## config.mk

```make
export PLATFORM = sky130hd
export DESIGN_NAME = pwm_ca_unit
export DESIGN_NICKNAME = d
export VERILOG_FILES = /design/src/rtl/pwm_ca_pkg.sv /design/src/rtl/pwm_ca_timer.sv /design/src/rtl/pwm_ca_regs.sv /design/src/rtl/pwm_ca_trap.sv /design/src/rtl/pwm_ca_chan.sv /design/src/rtl/pwm_ca_unit.sv
export SDC_FILE = /design/constraint.sdc
export NUM_CORES = 1
export LEC_CHECK = 0
export BUFFER_PORTS_ARGS = -buffer_cell sky130_fd_sc_hd__buf_2
export CAP_MARGIN = 20
export CORE_MARGIN = 4
export CORE_UTILIZATION = 27
export DETAILED_ROUTE_END_ITERATION = 10
export PLACE_DENSITY_LB_ADDON = 0.08
export SYNTH_ARGS = -nofsm -noshare
export SYNTH_HDL_FRONTEND = slang
export SYNTH_SLANG_ARGS = --single-unit
```

## constraint.sdc

```tcl
create_clock -name clk_i -period 2.8 [get_ports clk_i]
set_input_delay 0.42 -clock clk_i [delete_from_list [all_inputs] [get_ports clk_i]]
set_output_delay 0.42 -clock clk_i [all_outputs]
set_load 0.03 [all_outputs]
```

## src/rtl/pwm_ca_pkg.sv

```systemverilog
package pwm_ca_pkg;
  localparam int ADDR_W = 4;

  localparam logic [ADDR_W-1:0] A_CTRL  = 4'h0;
  localparam logic [ADDR_W-1:0] A_PER   = 4'h1;
  localparam logic [ADDR_W-1:0] A_TMASK = 4'h2;
  localparam logic [ADDR_W-1:0] A_INIT  = 4'h3;
  localparam logic [ADDR_W-1:0] A_CMD   = 4'h4;
  localparam logic [ADDR_W-1:0] A_CMP0  = 4'h8;

  localparam int CMD_ARM = 0;
  localparam int CMD_CLR = 1;

  typedef struct packed {
    logic tinit;   // bit 3: trapped channels go to idle level
    logic tdis;    // bit 2: fault function off
    logic run;     // bit 1
    logic center;  // bit 0
  } ctrl_t;
endpackage

```

## src/rtl/pwm_ca_timer.sv

```systemverilog
module pwm_ca_timer #(
  parameter int CNT_W = 8
) (
  input  logic             clk_i,
  input  logic             rst_ni,
  input  logic             run_i,
  input  logic             center_i,
  input  logic [CNT_W-1:0] period_i,
  output logic [CNT_W-1:0] cnt_o,
  output logic             dir_o,
  output logic             zm_o,
  output logic             pm_o,
  output logic             win_o
);
  logic [CNT_W-1:0] cnt_q;
  logic             dir_q;

  assign zm_o  = run_i && (cnt_q == '0);
  assign pm_o  = run_i && (cnt_q >= period_i);
  assign win_o = center_i ? (zm_o || pm_o) : pm_o;
  assign cnt_o = cnt_q;
  assign dir_o = dir_q;

  always_ff @(posedge clk_i or negedge rst_ni) begin
    if (!rst_ni) begin
      cnt_q <= '0;
      dir_q <= 1'b0;
    end else if (!run_i) begin
      cnt_q <= '0;
      dir_q <= 1'b0;
    end else if (center_i) begin
      if (!dir_q) begin
        if (cnt_q >= period_i) begin
          dir_q <= 1'b1;
          cnt_q <= (cnt_q == '0) ? '0 : cnt_q - 1'b1;
        end else begin
          cnt_q <= cnt_q + 1'b1;
        end
      end else if (cnt_q == '0) begin
        dir_q <= 1'b0;
        cnt_q <= CNT_W'(1);
      end else begin
        cnt_q <= cnt_q - 1'b1;
      end
    end else begin
      dir_q <= 1'b0;
      cnt_q <= (cnt_q >= period_i) ? '0 : cnt_q + 1'b1;
    end
  end

  p_edge_wrap_r1: assert property (@(posedge clk_i) disable iff (!rst_ni)
    (run_i && !center_i && cnt_q >= period_i) |=> (cnt_q == '0));

  p_center_turn_r2: assert property (@(posedge clk_i) disable iff (!rst_ni)
    (run_i && center_i && dir_q && cnt_q == '0) |=> !dir_q);
endmodule

```

## src/rtl/pwm_ca_regs.sv

```systemverilog
module pwm_ca_regs
  import pwm_ca_pkg::*;
#(
  parameter int N_CH  = 3,
  parameter int CNT_W = 8
) (
  input  logic                       clk_i,
  input  logic                       rst_ni,
  input  logic                       wr_en_i,
  input  logic [ADDR_W-1:0]          wr_addr_i,
  input  logic [CNT_W-1:0]           wr_data_i,
  input  logic                       win_i,
  output ctrl_t                      ctrl_o,
  output logic [CNT_W-1:0]           period_o,
  output logic [N_CH-1:0]            tmask_o,
  output logic [N_CH-1:0]            init_o,
  output logic [N_CH-1:0][CNT_W-1:0] cmp_o,
  output logic                       trap_clr_o,
  output logic                       xfer_o
);
  ctrl_t                      ctrl_q;
  logic [CNT_W-1:0]           period_q;
  logic [N_CH-1:0]            tmask_q, init_sh_q, init_q;
  logic [N_CH-1:0][CNT_W-1:0] cmp_sh_q, cmp_q;
  logic                       arm_q;
  logic                       cmd_wr, arm_wr;

  assign cmd_wr     = wr_en_i && (wr_addr_i == A_CMD);
  assign arm_wr     = cmd_wr && wr_data_i[CMD_ARM];
  assign trap_clr_o = cmd_wr && wr_data_i[CMD_CLR];
  assign xfer_o     = arm_q && win_i;

  assign ctrl_o   = ctrl_q;
  assign period_o = period_q;
  assign tmask_o  = tmask_q;
  assign init_o   = init_q;
  assign cmp_o    = cmp_q;

  always_ff @(posedge clk_i or negedge rst_ni) begin
    if (!rst_ni) begin
      ctrl_q    <= '0;
      period_q  <= '0;
      tmask_q   <= '0;
      init_sh_q <= '0;
      init_q    <= '0;
      cmp_sh_q  <= '0;
      cmp_q     <= '0;
      arm_q     <= 1'b0;
    end else begin
      if (wr_en_i && wr_addr_i == A_CTRL)  ctrl_q    <= ctrl_t'(wr_data_i[3:0]);
      if (wr_en_i && wr_addr_i == A_PER)   period_q  <= wr_data_i;
      if (wr_en_i && wr_addr_i == A_TMASK) tmask_q   <= wr_data_i[N_CH-1:0];
      if (wr_en_i && wr_addr_i == A_INIT)  init_sh_q <= wr_data_i[N_CH-1:0];
      for (int k = 0; k < N_CH; k++) begin
        if (wr_en_i && wr_addr_i == A_CMP0 + ADDR_W'(k)) cmp_sh_q[k] <= wr_data_i;
      end
      // a fresh request written in the copy cycle survives
      if (arm_wr)      arm_q <= 1'b1;
      else if (xfer_o) arm_q <= 1'b0;
      if (xfer_o) begin
        cmp_q  <= cmp_sh_q;
        init_q <= init_sh_q;
      end
    end
  end

  p_arm_clear_r6: assert property (@(posedge clk_i) disable iff (!rst_ni)
    (xfer_o && !arm_wr) |=> !arm_q);

  p_cmp_hold_r7: assert property (@(posedge clk_i) disable iff (!rst_ni)
    !xfer_o |=> $stable(cmp_q));
endmodule

```

## src/rtl/pwm_ca_trap.sv

```systemverilog
module pwm_ca_trap (
  input  logic clk_i,
  input  logic rst_ni,
  input  logic trap_i,
  input  logic tdis_i,
  input  logic clr_i,
  output logic flag_o
);
  logic s1_q, s2_q, flag_q;

  always_ff @(posedge clk_i or negedge rst_ni) begin
    if (!rst_ni) begin
      s1_q   <= 1'b0;
      s2_q   <= 1'b0;
      flag_q <= 1'b0;
    end else begin
      s1_q <= trap_i;
      s2_q <= s1_q;
      if (!tdis_i && s2_q)      flag_q <= 1'b1;
      else if (clr_i && !s2_q)  flag_q <= 1'b0;
    end
  end

  assign flag_o = flag_q;

  p_trap_latency_r9: assert property (@(posedge clk_i) disable iff (!rst_ni)
    $rose(flag_q) |-> $past(trap_i, 2));

  p_trap_hold_r10: assert property (@(posedge clk_i) disable iff (!rst_ni)
    (flag_q && s2_q) |=> flag_q);
endmodule

```

## src/rtl/pwm_ca_chan.sv

```systemverilog
module pwm_ca_chan #(
  parameter int CNT_W = 8
) (
  input  logic             clk_i,
  input  logic             rst_ni,
  input  logic             run_i,
  input  logic             center_i,
  input  logic             dir_i,
  input  logic             zm_i,
  input  logic             pm_i,
  input  logic [CNT_W-1:0] cnt_i,
  input  logic [CNT_W-1:0] cmp_i,
  input  logic             init_i,
  input  logic             trapped_i,
  input  logic             tinit_i,
  output logic             out_o
);
  logic cm, st_q, st_d;

  assign cm = run_i && (cnt_i == cmp_i);

  always_comb begin
    st_d = st_q;
    if (!run_i)              st_d = 1'b0;
    else if (center_i) begin
      if (cm && zm_i)        st_d = 1'b1;   // hit beats zero reset
      else if (cm && pm_i)   st_d = 1'b0;   // hit at top forces inactive
      else if (zm_i)         st_d = 1'b0;
      else if (cm)           st_d = !dir_i;
    end else begin
      if (pm_i)              st_d = 1'b0;
      else if (cm)           st_d = 1'b1;
    end
  end

  always_ff @(posedge clk_i or negedge rst_ni) begin
    if (!rst_ni) st_q <= 1'b0;
    else         st_q <= st_d;
  end

  assign out_o = trapped_i ? (tinit_i & init_i) : (init_i ^ st_q);

  p_zero_hit_r4: assert property (@(posedge clk_i) disable iff (!rst_ni)
    (run_i && center_i && zm_i && cm) |=> st_q);

  p_top_hit_r5: assert property (@(posedge clk_i) disable iff (!rst_ni)
    (run_i && pm_i && cm) |=> !st_q);

  p_stopped_r11: assert property (@(posedge clk_i) disable iff (!rst_ni)
    !run_i |=> !st_q);
endmodule

```

## src/rtl/pwm_ca_unit.sv

```systemverilog
module pwm_ca_unit
  import pwm_ca_pkg::*;
#(
  parameter int N_CH  = 3,
  parameter int CNT_W = 8
) (
  input  logic              clk_i,
  input  logic              rst_ni,
  input  logic              wr_en_i,
  input  logic [3:0]        wr_addr_i,
  input  logic [CNT_W-1:0]  wr_data_i,
  input  logic              trap_i,
  output logic [CNT_W-1:0]  cnt_o,
  output logic              cnt_dir_o,
  output logic [N_CH-1:0]   out_o,
  output logic              trap_o
);
  ctrl_t                      ctrl;
  logic [CNT_W-1:0]           period;
  logic [N_CH-1:0]            tmask, init;
  logic [N_CH-1:0][CNT_W-1:0] cmp;
  logic                       trap_clr, xfer, flag;
  logic [CNT_W-1:0]           cnt;
  logic                       dir, zm, pm, win;

  pwm_ca_regs #(.N_CH(N_CH), .CNT_W(CNT_W)) u_regs (
    .clk_i, .rst_ni, .wr_en_i, .wr_addr_i, .wr_data_i,
    .win_i(win), .ctrl_o(ctrl), .period_o(period), .tmask_o(tmask),
    .init_o(init), .cmp_o(cmp), .trap_clr_o(trap_clr), .xfer_o(xfer)
  );

  pwm_ca_timer #(.CNT_W(CNT_W)) u_timer (
    .clk_i, .rst_ni, .run_i(ctrl.run), .center_i(ctrl.center),
    .period_i(period), .cnt_o(cnt), .dir_o(dir), .zm_o(zm), .pm_o(pm),
    .win_o(win)
  );

  pwm_ca_trap u_trap (
    .clk_i, .rst_ni, .trap_i, .tdis_i(ctrl.tdis), .clr_i(trap_clr),
    .flag_o(flag)
  );

  for (genvar k = 0; k < N_CH; k++) begin : g_ch
    pwm_ca_chan #(.CNT_W(CNT_W)) u_chan (
      .clk_i, .rst_ni, .run_i(ctrl.run), .center_i(ctrl.center),
      .dir_i(dir), .zm_i(zm), .pm_i(pm), .cnt_i(cnt), .cmp_i(cmp[k]),
      .init_i(init[k]), .trapped_i(flag && tmask[k]),
      .tinit_i(ctrl.tinit), .out_o(out_o[k])
    );
  end

  assign cnt_o     = cnt;
  assign cnt_dir_o = dir;
  assign trap_o    = flag;

  p_init_copy_r8: assert property (@(posedge clk_i) disable iff (!rst_ni)
    !xfer |=> $stable(init));
endmodule

```

### Word level (Yosys, flattened, before mapping)

Cells that the tools add are included.

| cells by class | value |
|---|---|
| add/sub/neg operators | 2 |
| reductions and logical operators | 38 |
| multiplexer cells | 44 |
| $lt $le $gt $ge | 1 |
| eq/ne operators | 16 |
| bitwise operators | 6 |

Operators with widths:

| operator | count |
|---|---|
| $mux 8 | 7 |
| $mux 1 | 37 |
| $logic_and 1x1->1 | 27 |
| $eq 8x8->1 | 3 |
| $ne 6x2->1 const B | 3 |
| $eq 4x4->1 const B | 3 |
| $ne 4x2->1 const B | 3 |
| $add 8x1->8 const B | 1 |
| $eq 4x2->1 const B | 2 |
| $ge 8x8->1 | 1 |
| $logic_not 8->1 | 1 |
| $sub 8x1->8 const B | 1 |
| $reduce_and 2->1 | 3 |
| $eq 4x1->1 const B | 1 |
| $eq 4x3->1 const B | 1 |
| $logic_not 4->1 | 1 |
| $reduce_bool 2->1 | 2 |
| $and 1x1->1 | 3 |
| $logic_not 1->1 | 3 |
| $xor 1x1->1 | 3 |
| $logic_or 1x1->1 | 1 |

| word-level totals | value |
|---|---|
| logic and storage cells | 130 |
| flip-flop bits (word level) | 85 |
| bits of input ports | 16 |
| output and inout port bits | 13 |

### Logic depth before layout (Yosys ltp)

Gate-level depths: netlist (run 1).

| logic depth | value |
|---|---|
| depth after elaboration | 8 |
| depth in mapped cells | 9 |
| mapped depth without buffers | 7 |

### Hierarchy

Synthesis (run 1) repeated with hierarchy kept, for this count alone.

| second synthesis, totals | value |
|---|---|
| cell total of the unflattened synthesis | 342 |
| area total of the unflattened synthesis | 4,271.6 sq um |

By module, submodules not included:

| module | cells an instance | instances | area an instance (sq um) |
|---|---|---|---|
| pwm_ca_regs | 160 | 1 | 2,718.9 |
| pwm_ca_timer | 104 | 1 | 914.6 |
| pwm_ca_chan | 23 | 3 | 175.2 |
| pwm_ca_trap | 6 | 1 | 93.8 |
| pwm_ca_unit | 3 | 1 | 18.8 |

### Worst setup path after synthesis (run 1)

Ideal clock, no wire load.

| timing path | value |
|---|---|
| path kind | register -> register |
| from | register u_timer.cnt_q[0] (netlist: u_timer.cnt_o[0]) |
| to | register u_regs.cmp_q (netlist bit u_regs.cmp_o[10]) |
| clock period less this slack | 2,556 ps |
| setup slack | 244 ps |
| data arrival time | 2,431 ps |
| required time | 2,675 ps |
| cell stages (with the launch flop) | 10 |
| path buffers | 2 |
| library setup time | 125 ps |
| cells stage by stage | dfrtp_1 -> clkbuf_1 -> inv_1 -> ha_1 -> nor2b_1 -> o21a_1 -> o21ai_2 -> o211ai_4 -> buf_6 -> mux2_4 |

| on the way | value |
|---|---|
| longest elaborated chain between the ends | 5 |

RTL lines:

| element | line | source |
|---|---|---|
| start: declaration | pwm_ca_timer.sv:15 | `logic [CNT_W-1:0] cnt_q;` |
| start signal: assignment | pwm_ca_timer.sv:35 | `cnt_q <= (cnt_q == '0) ? '0 : cnt_q - 1'b1;` |
| start signal: assignment | pwm_ca_timer.sv:37 | `cnt_q <= cnt_q + 1'b1;` |
| start signal: assignment | pwm_ca_timer.sv:43 | `cnt_q <= cnt_q - 1'b1;` |
| $ge 8x8->1 / $logic_not 8->1 (equally long branches) | pwm_ca_timer.sv:19, pwm_ca_timer.sv:18 |  |
| $logic_and 1x1->1 (on tied branches) | pwm_ca_timer.sv:19, pwm_ca_timer.sv:18 |  |
| $logic_or 1x1->1 | pwm_ca_timer.sv:20 | `assign win_o = center_i ? (zm_o \|\| pm_o) : pm_o;` |
| $mux 1 * | pwm_ca_timer.sv:20 |  |
| $logic_and 1x1->1 * | pwm_ca_regs.sv:31 | `assign xfer_o = arm_q && win_i;` |
| end signal: assignment | pwm_ca_regs.sv:61 | `cmp_q <= cmp_sh_q;` |
| end: declaration | pwm_ca_regs.sv:24 | `logic [N_CH-1:0][CNT_W-1:0] cmp_sh_q, cmp_q;` |

Every way passes the cells marked *; elsewhere a longest branch is shown, timed or not.
A chain may end at the register's enable or synchronous reset.

### Worst setup path after layout (run 1)

| timing path | value |
|---|---|
| from | register u_timer.cnt_q[6] (netlist: u_timer.cnt_o[6]) |
| to | register u_regs.cmp_q (netlist bit u_regs.cmp_o[4]) |

Same word-level chain as after synthesis.

==> flow_summary.ini, run 1 <==
[critical_path]
path_max_fanout = 27
start_kind = flip-flop
critical_path_class = flip-flop to flip-flop
required_ps = 3030
arrival_ps = 2470
crit_path_end_kind = flip-flop

[grt]
grt_pass1_vias = 2893
grtUsageMet2_pct = 19.3
grt_util_all_layers_pct = 12.3
antenna_found_initial = 0
use_met1_pct = 16.8
grt_overflow = 0
grtUsageMet3_pct = 2.87
grt_pass1_wl_um = 16800
grt_max_degree = 59
busiest_layer = met2

[clock_tree]
cts_root_buf = clkbuf_16
path_clk_slew_ps = 60
cts_tree = done
hold_buffers = 0
ctsResizeCount = 0
clock_latency_ps = 340
cts_sinks = 85
htree_levels = 3
numCtsBuffers = 9
clock_tree.buffer_depth = 2
post-cts-setup-buffers = 0

[run_status]
status = complete, no violations

[synthesis]
synthFlopType = dfrtp_1
ys_ff_latch = 85
synth.area.top_cells = dfrtp_1 (49%), mux2_2 (13%), mux2_4 (6.9%), xor2_1 (4.6%), ha_1 (2.9%)
ys_async_sr_fraction_pct = 100
synth.area.mux_share_pct = 20.0
synth_cell_type_count = 50
yosysTopAreaCell = dfrtp_1
synth.yosys.warnings = 0
seq_area_frac_synth_pct = 48.8
synth_top_family_by_area = multiplexers
syn_avg_cell_area_sq_um = 12.3
synth_fa_ha_area_share_pct = 2.87
syn_area_sq_um = 4360
synth_compound_area_share_pct = 8.79
yosys.area_share.simple_pct = 9.97
synth_fp_nets = 379
yosysTopAreaCellShare_pct = 48.8
yosysMostFrequentCell = dfrtp_1
synthXorXnorAreaFrac_pct = 6.03
synth_edf_count = 0
netlist_instances = 353
synth_common_cells = dfrtp_1 (85), mux2_2 (50), xor2_1 (23)

[timing]
fmaxAchievable_mhz = 446
finalHoldViolations = 0
rsz0062_at_grt = false
finalWorstSetupSlack_ps = 560
fin_crit_sh_pct = 80.0
slew_viol_final = 0
worst_pin_slew_ps = 573
max_slew_margin_pct = 61.5
final-setup-viol-count = 0
period_needed_ps = 2240
fin_tns_setup_ps = 0
skew_ps = 7.84

[power_and_ir_drop]
power.density_nw_per_um2 = 840
p_leak_nw = 2.51
power.total_mw = 4.29
ir_drop_uv = 297

[finish]
fill_cells = 1598
syn2layout_area_growth_pct = 17.1
num_antenna_cells = 0
layout-drive-gt1-share_pct = 34.2
nNetsFinal = 416
design_area_sq_um = 5100
multi_input_area_sq_um = 2080
seqCellArea_sq_um = 2130

[worst_hold_path]
hold_class = primary input to asynchronous set/reset pin

[detailed_routing]
totalWireLength_um = 10600
drc_errors = 0
wl_per_cell_um = 17.3
dr.pass1.iters = 4
ant_nets = 0
vias_per_cell = 4.54
vias = 2775
drt-initial-drc-count = 133

[flow_run]
drv_cap = 0

[die]
die_y_um = 135
rows = 46
start_util_pct = 27.5
die_w_um = 135
io_pins = 29
core-area_sq_um = 15800
die_area_sq_um = 18200

[place]
preCtsSetupSlack_ps = 582
dpl.hpwl_um = 7540
io_buffers = 28
place_area_sq_um = 4810
place_congestion = 0.784
==> where the power goes <==
| group | switching, mW | internal (mW) | total (mW) |
|---|---|---|---|
| combinational | 0.649 | 0.647 | 1.30 |
| sequential | 0.235 | 1.54 | 1.77 |
| clock | 0.500 | 0.719 | 1.22 |
| total | 1.38 | 2.90 | 4.29 |
==> per-layer routing <==
metal / wire [um] / part of all wire, %
met1: 5100 / 48
met2: 4980 / 47
met3: 315 / 3.0
met4: 186 / 1.8
met5: 0 / 0
==> layout by cell type (no fill, tap or decap), types with 2 or more instances in the layout <==
master	count
a211oi_1	2
a21oi_1	15
a22o_1	2
a22oi_1	2
a32o_1	3
a41o_1	2
and2_1	2
and3_1	3
buf_12	2
buf_2	27
buf_4	14
clkbuf_1	3
clkbuf_16	9
dfrtp_1	85
ha_1	10
inv_1	14
mux2_2	50
mux2_4	20
nand2_1	16
nand2b_1	2
nand3_1	8
nand3b_1	5
nand4_1	5
nor2_1	7
nor2b_1	5
nor3_1	7
nor3b_2	2
nor4_1	3
o211ai_1	4
o21a_1	3
o21ai_0	11
xnor2_1	7
xor2_1	23
==> cells by family after synthesis <==
| kind of cell | Yosys count |
|---|---|
| compound gates | 54 |
| xor+xnor | 30 |
| fa+ha+maj | 10 |
| buf+inv | 31 |
| flops | 85 |
| mux | 71 |
| simple gates | 72 |
==> per-stage QoR <==
step	instances	hold WS, ps	utilization (%)
final	611	4.10	32.2
after floorplan	353	124	-
after global placement	595	332	30.4
after CTS	611	15.1	32.2
after global routing	611	29.2	32.2
after detailed placement	595	337	30.4
==> cell type report <==
cell class	count	share of cell area, %
clock buffers	13	4.90
clock inverters	3	0.858
inverters	14	1.03
multi-input cells	237	40.7
flip-flops and latches	85	41.7
well taps	216	5.30
repair buffers	43	5.49
==> state kept, by name, summed over array words and instances, names as in the netlist, 3 cells and up <==
signal            cells
g_ch.u_chan.st_q      3
u_regs.cmp_o         24
u_regs.cmp_sh_q      24
u_regs.ctrl_o         4
u_regs.init_o         3
u_regs.init_sh_q      3
u_regs.period_o       8
u_regs.tmask_o        3
u_timer.cnt_o         8
==> path summary, 6_finish.rpt <==
path	start	endpoint	slack [ps]	cells after the start
setup / recovery	u_timer.cnt_o[6]	u_regs.cmp_o[4]	560	7
hold / removal	rst_ni	u_timer.cnt_o[5]	4	1
setup reg to reg	u_timer.cnt_o[6]	u_regs.cmp_o[4]	560	7
hold reg to reg	u_trap.s1_q	u_trap.s2_q	350	0
max in group asynchronous	rst_ni	u_regs.cmp_o[11]	2130	2
min in group clk_i	trap_i	u_trap.s1_q	180	1
==> critical path, stage by stage, from the launching register on <==
cell and delay, ps:
dfrtp_1 380, ha_1 330, a41oi_1 260, o21a_1 210, o21ai_2 110, o211ai_4 220
buf_12 240, mux2_2 360
(Power assumes the default switching activity.)
==> run 2: changes to the inputs <==
==> constraint.sdc (replaced) <==
create_clock -name clk_i -period 2.3 [get_ports clk_i]
set_input_delay 0.345 -clock clk_i [delete_from_list [all_inputs] [get_ports clk_i]]
set_output_delay 0.345 -clock clk_i [all_outputs]
set_load 0.03 [all_outputs]
==> flow_summary.ini, run 2 (synthesis results as in run 1) <==
[run_status]
status = complete, no violations

[worst_hold_path]
hold_class = primary input to flip-flop
holdCritStartpoint = trap_i
hold_depth = 1

[timing]
fmaxAchievable_mhz = 453
period_needed_ps = 2210
slew_viol_final = 0
fin_crit_sh_pct = 96.0
final-setup-viol-count = 0
finalHoldViolations = 0
finalWorstSetupSlack_ps = 92.2
skew_ps = 4.39
worst_pin_slew_ps = 578
max_slew_margin_pct = 61.4

[detailed_routing]
ant_nets = 0
vias_per_cell = 4.54
drc_errors = 0
wl_per_cell_um = 17.3
vias = 2840
drt-initial-drc-count = 156
totalWireLength_um = 10800
dr.pass1.iters = 4

[clock_tree]
cts_tree = done
numCtsBuffers = 9
path_clk_slew_ps = 60
cts_sinks = 85
htree_levels = 3
clock_tree.buffer_depth = 2
clock_latency_ps = 340
cts_root_buf = clkbuf_16

[power_and_ir_drop]
clkPwrFrac_pct = 29.0
combPwrFrac_pct = 30.7
sw_frac_of_total_pct = 31.4
p_leak_nw = 2.61
power.internal_mw = 3.69
switchingPower_mw = 1.69
power_frac_seq_pct = 40.3
ir_drop_uv = 372
power.density_nw_per_um2 = 1020
power.total_mw = 5.38

[die]
die_w_um = 135
start_util_pct = 27.5
core-area_sq_um = 15800
rows = 46
io_pins = 29
die_area_sq_um = 18200
die_y_um = 135

[finish]
mostFrequentLayoutCells = dfrtp_1 (82), mux2_2 (50), buf_2 (27)
nNetsFinal = 430
finish.utilization_pct = 33.4
syn2layout_area_growth_pct = 21.4
num_antenna_cells = 0
design_area_sq_um = 5290
layout-drive-gt1-share_pct = 37.7
layout_commonest_cell = dfrtp_1

[critical_path]
crit_start = u_timer.cnt_o[7]
arrival_ps = 2430
r2r-start = u_timer.cnt_o[7]
critical_path_class = flip-flop to flip-flop
start_kind = flip-flop
crit_path_end_kind = flip-flop
path_max_fanout = 7
r2r.worst_path.cells = 8
required_ps = 2530

[grt]
grt_util_all_layers_pct = 12.5
grt_pass1_vias = 3032
grt_max_degree = 35
grt_overflow = 0
grt_pass1_wl_um = 17200
antenna_found_initial = 0

[place]
place_congestion = 0.741
preCtsSetupSlack_ps = 74.7
io_buffers = 28
dpl.hpwl_um = 7750
place_area_sq_um = 4840

[flow_run]
drv_cap = 0
-- run 2: path summary, 6_finish.rpt --
check	to	slack (ps)
worst max register to register	u_regs.cmp_o[13]	90
max in group asynchronous	u_regs.cmp_o[16]	1130
min in group asynchronous	u_regs.cmp_sh_q[22]	500
worst min-delay path	u_trap.s1_q	110
worst max-delay path	u_regs.cmp_o[13]	90
worst min register to register	u_trap.s2_q	350
-- run 2: metal layers --
metal / routed length [um] / track usage, % / vias to the layer above
met5: 0 / 0 / -
met4: 214 / 5.21 / 0
met3: 201 / 2.01 / 15
met2: 5160 / 19.8 / 23
met1: 5230 / 16.9 / 1431
li1: - / - / 1371
-- run 2: worst max-delay path: stages (launching register included) --
cell	delay [ps]
dfrtp_1	400
ha_1	340
a41oi_2	200
o21a_1	220
o21ai_2	100
o211ai_4	210
buf_12	150
clkbuf_16	160
mux2_4	290
-- run 2: power groups by stage --
| stage | registers [mW] | clock network, mW | logic [mW] |
|---|---|---|---|
| floorplan | 2.12 | 0 | 1.22 |
| global placement | 2.20 | 0 | 1.59 |
| detailed placement | 2.20 | 0 | 1.61 |
| CTS | 2.18 | 1.62 | 1.62 |
| global route | 2.22 | 1.67 | 1.84 |
| finish | 2.17 | 1.56 | 1.65 |
-- run 2: cell type report --
class,count,area (sq um)
flip-flops and latches,85,2130
well taps,216,270
inverters,14,52.6
fillers,1591,10500
multi-input cells,237,2090
clock buffers,14,284
repair buffers,57,427
clock inverters,2,38.8
-- run 2: through the flow --
step,setup TNS (ps),hold WS [ps],cells
4_1_cts,0,92.1,618
2_1_floorplan,0,49.4,353
3_3_place_gp,0,331,601
6_report,0,108,625
3_5_place_dp,0,332,601
5_1_grt,-11.4,102,625
-- run 2: what timing repair did --
item / 4_1_cts / 5_1_grt
endpoints found under the setup margin: 0 / 7
hold buffers: 1 / 0
setup buffers: 0 / 4
endpoints found under the hold margin: 31 / 0
resized for setup: 0 / 1
==> run 3: changes to the inputs <==
--- a/config.mk
+++ b/config.mk
@@ -9,8 +9,10 @@
 export CAP_MARGIN = 20
 export CORE_MARGIN = 4
 export CORE_UTILIZATION = 27
+export CTS_BUF_LIST = sky130_fd_sc_hd__clkbuf_4
 export DETAILED_ROUTE_END_ITERATION = 10
 export PLACE_DENSITY_LB_ADDON = 0.08
+export RECOVER_POWER = 25
 export SYNTH_ARGS = -nofsm -noshare
 export SYNTH_HDL_FRONTEND = slang
 export SYNTH_SLANG_ARGS = --single-unit
==> flow_summary.ini, run 3 (synthesis results as in run 1) <==
[grt]
grt_overflow = 0
grt_util_all_layers_pct = 12.4
antenna_found_initial = 0
grt_pass1_vias = 3032
grt_pass1_wl_um = 17200
grt_max_degree = 35

[power_and_ir_drop]
ir_drop_uv = 222
p_leak_nw = 2.52
power.density_nw_per_um2 = 914

[finish]
layout_commonest_cell = dfrtp_1
nNetsFinal = 431
mostFrequentLayoutCells = dfrtp_1 (82), mux2_2 (50), buf_2 (27)
layout-drive-gt1-share_pct = 38.0
fin_cells = 626
num_antenna_cells = 0
fill_cells = 1612
syn2layout_area_growth_pct = 18.1
design_area_sq_um = 5140

[critical_path]
required_ps = 2640
r2r.worst_path.cells = 8
arrival_ps = 2520
critical_path_class = flip-flop to flip-flop
crit_path_end_kind = flip-flop
path_max_fanout = 7
start_kind = flip-flop

[clock_tree]
cts_sinks = 85
clock_tree.buffer_depth = 2
numCtsBuffers = 9
htree_levels = 3
path_clk_slew_ps = 140
clock_latency_ps = 450
cts_root_buf = clkbuf_4
cts_tree = done

[detailed_routing]
totalWireLength_um = 10900
wl_per_cell_um = 17.4
vias = 2851
vias_per_cell = 4.55
ant_nets = 0
drt-initial-drc-count = 133
drc_errors = 0
dr.pass1.iters = 4

[worst_hold_path]
hold_depth = 2
hold_class = primary input to flip-flop

[run_status]
status = complete, no violations

[timing]
worst_pin_slew_ps = 914
skew_ps = 10.5
final-setup-viol-count = 0
finalHoldViolations = 0
fmaxAchievable_mhz = 459
rsz0062_at_grt = false
max_slew_margin_pct = 39.1
fin_tns_setup_ps = 0
slew_viol_final = 0
finalWorstSetupSlack_ps = 120
fin_crit_sh_pct = 94.8
period_needed_ps = 2180

[die]
core-area_sq_um = 15800
io_pins = 29
start_util_pct = 27.5
die_w_um = 135
die_y_um = 135
rows = 46
die_area_sq_um = 18200

[place]
dp_cells = 601
place_congestion = 0.741
place_area_sq_um = 4840
dpl.hpwl_um = 7750
preCtsSetupSlack_ps = 74.7
io_buffers = 28

[flow_run]
drv_cap = 0
==> run 3: per-layer routing <==
metal	vias to the layer above	track usage, %	routed length, um
li1	1374	-	-
met1	1431	16.9	5210
met2	31	19.8	5270
met3	15	2.01	202
met4	0	5.04	200
met5	-	0	0
==> run 3: path summary, 6_finish.rpt <==
| path | startpoint | to | slack [ps] |
|---|---|---|---|
| setup reg to reg | u_timer.cnt_o[5] | u_regs.cmp_o[20] | 120 |
| hold / removal | wr_data_i[7] | u_regs.period_o[7] | 160 |
| min in group asynchronous | rst_ni | u_regs.cmp_sh_q[22] | 530 |
| setup / recovery | u_timer.cnt_o[5] | u_regs.cmp_o[20] | 120 |
| max in group asynchronous | rst_ni | u_regs.cmp_sh_q[3] | 680 |
| hold reg to reg | u_trap.s1_q | u_trap.s2_q | 360 |
==> run 3: where the power goes <==
part | total [mW] | leakage [nW] | internal (mW) | switching [mW]
Sequential | 2.16 | 1.08 | 1.87 | 0.294
Clock | 0.858 | 0.0705 | 0.332 | 0.526
Combinational | 1.68 | 1.36 | 0.871 | 0.809
Total | 4.70 | 2.52 | 3.07 | 1.63
==> run 3: area by class of cell <==
type,count,area (sq um),area share (%)
clock inverter,6,53.8,1.05
multi-input combinational,237,2130,41.4
clock buffer,10,75.1,1.46
inverter,14,52.6,1.02
sequential,85,2130,41.4
timing repair buffer,58,430,8.37
tap,216,270,5.25
==> run 3: through the flow <==
stage | util [%] | hold WS (ps) | power [mW]
after floorplan | - | 49.4 | 3.35
after global placement | 30.6 | 331 | 3.80
after detailed placement | 30.6 | 332 | 3.81
after CTS | 31.5 | 116 | 4.69
after global routing | 32.5 | 139 | 5.05
final | 32.5 | 163 | 4.70
==> run 3: critical path, cell delays in order, from the launching register on <==
cell	delay (ps)
dfrtp_1	410
ha_1	320
a41oi_2	180
o21a_1	220
o21ai_2	100
o211ai_4	210
buf_12	150
clkbuf_16	160
mux2_4	290
==> run 3: repair_timing <==
item / CTS / global route
endpoints found under the setup margin: 0 / 17
setup buffers: 0 / 4
gates resized for setup: 0 / 7
endpoints found under the hold margin: 32 / 0
hold buffers: 2 / 0
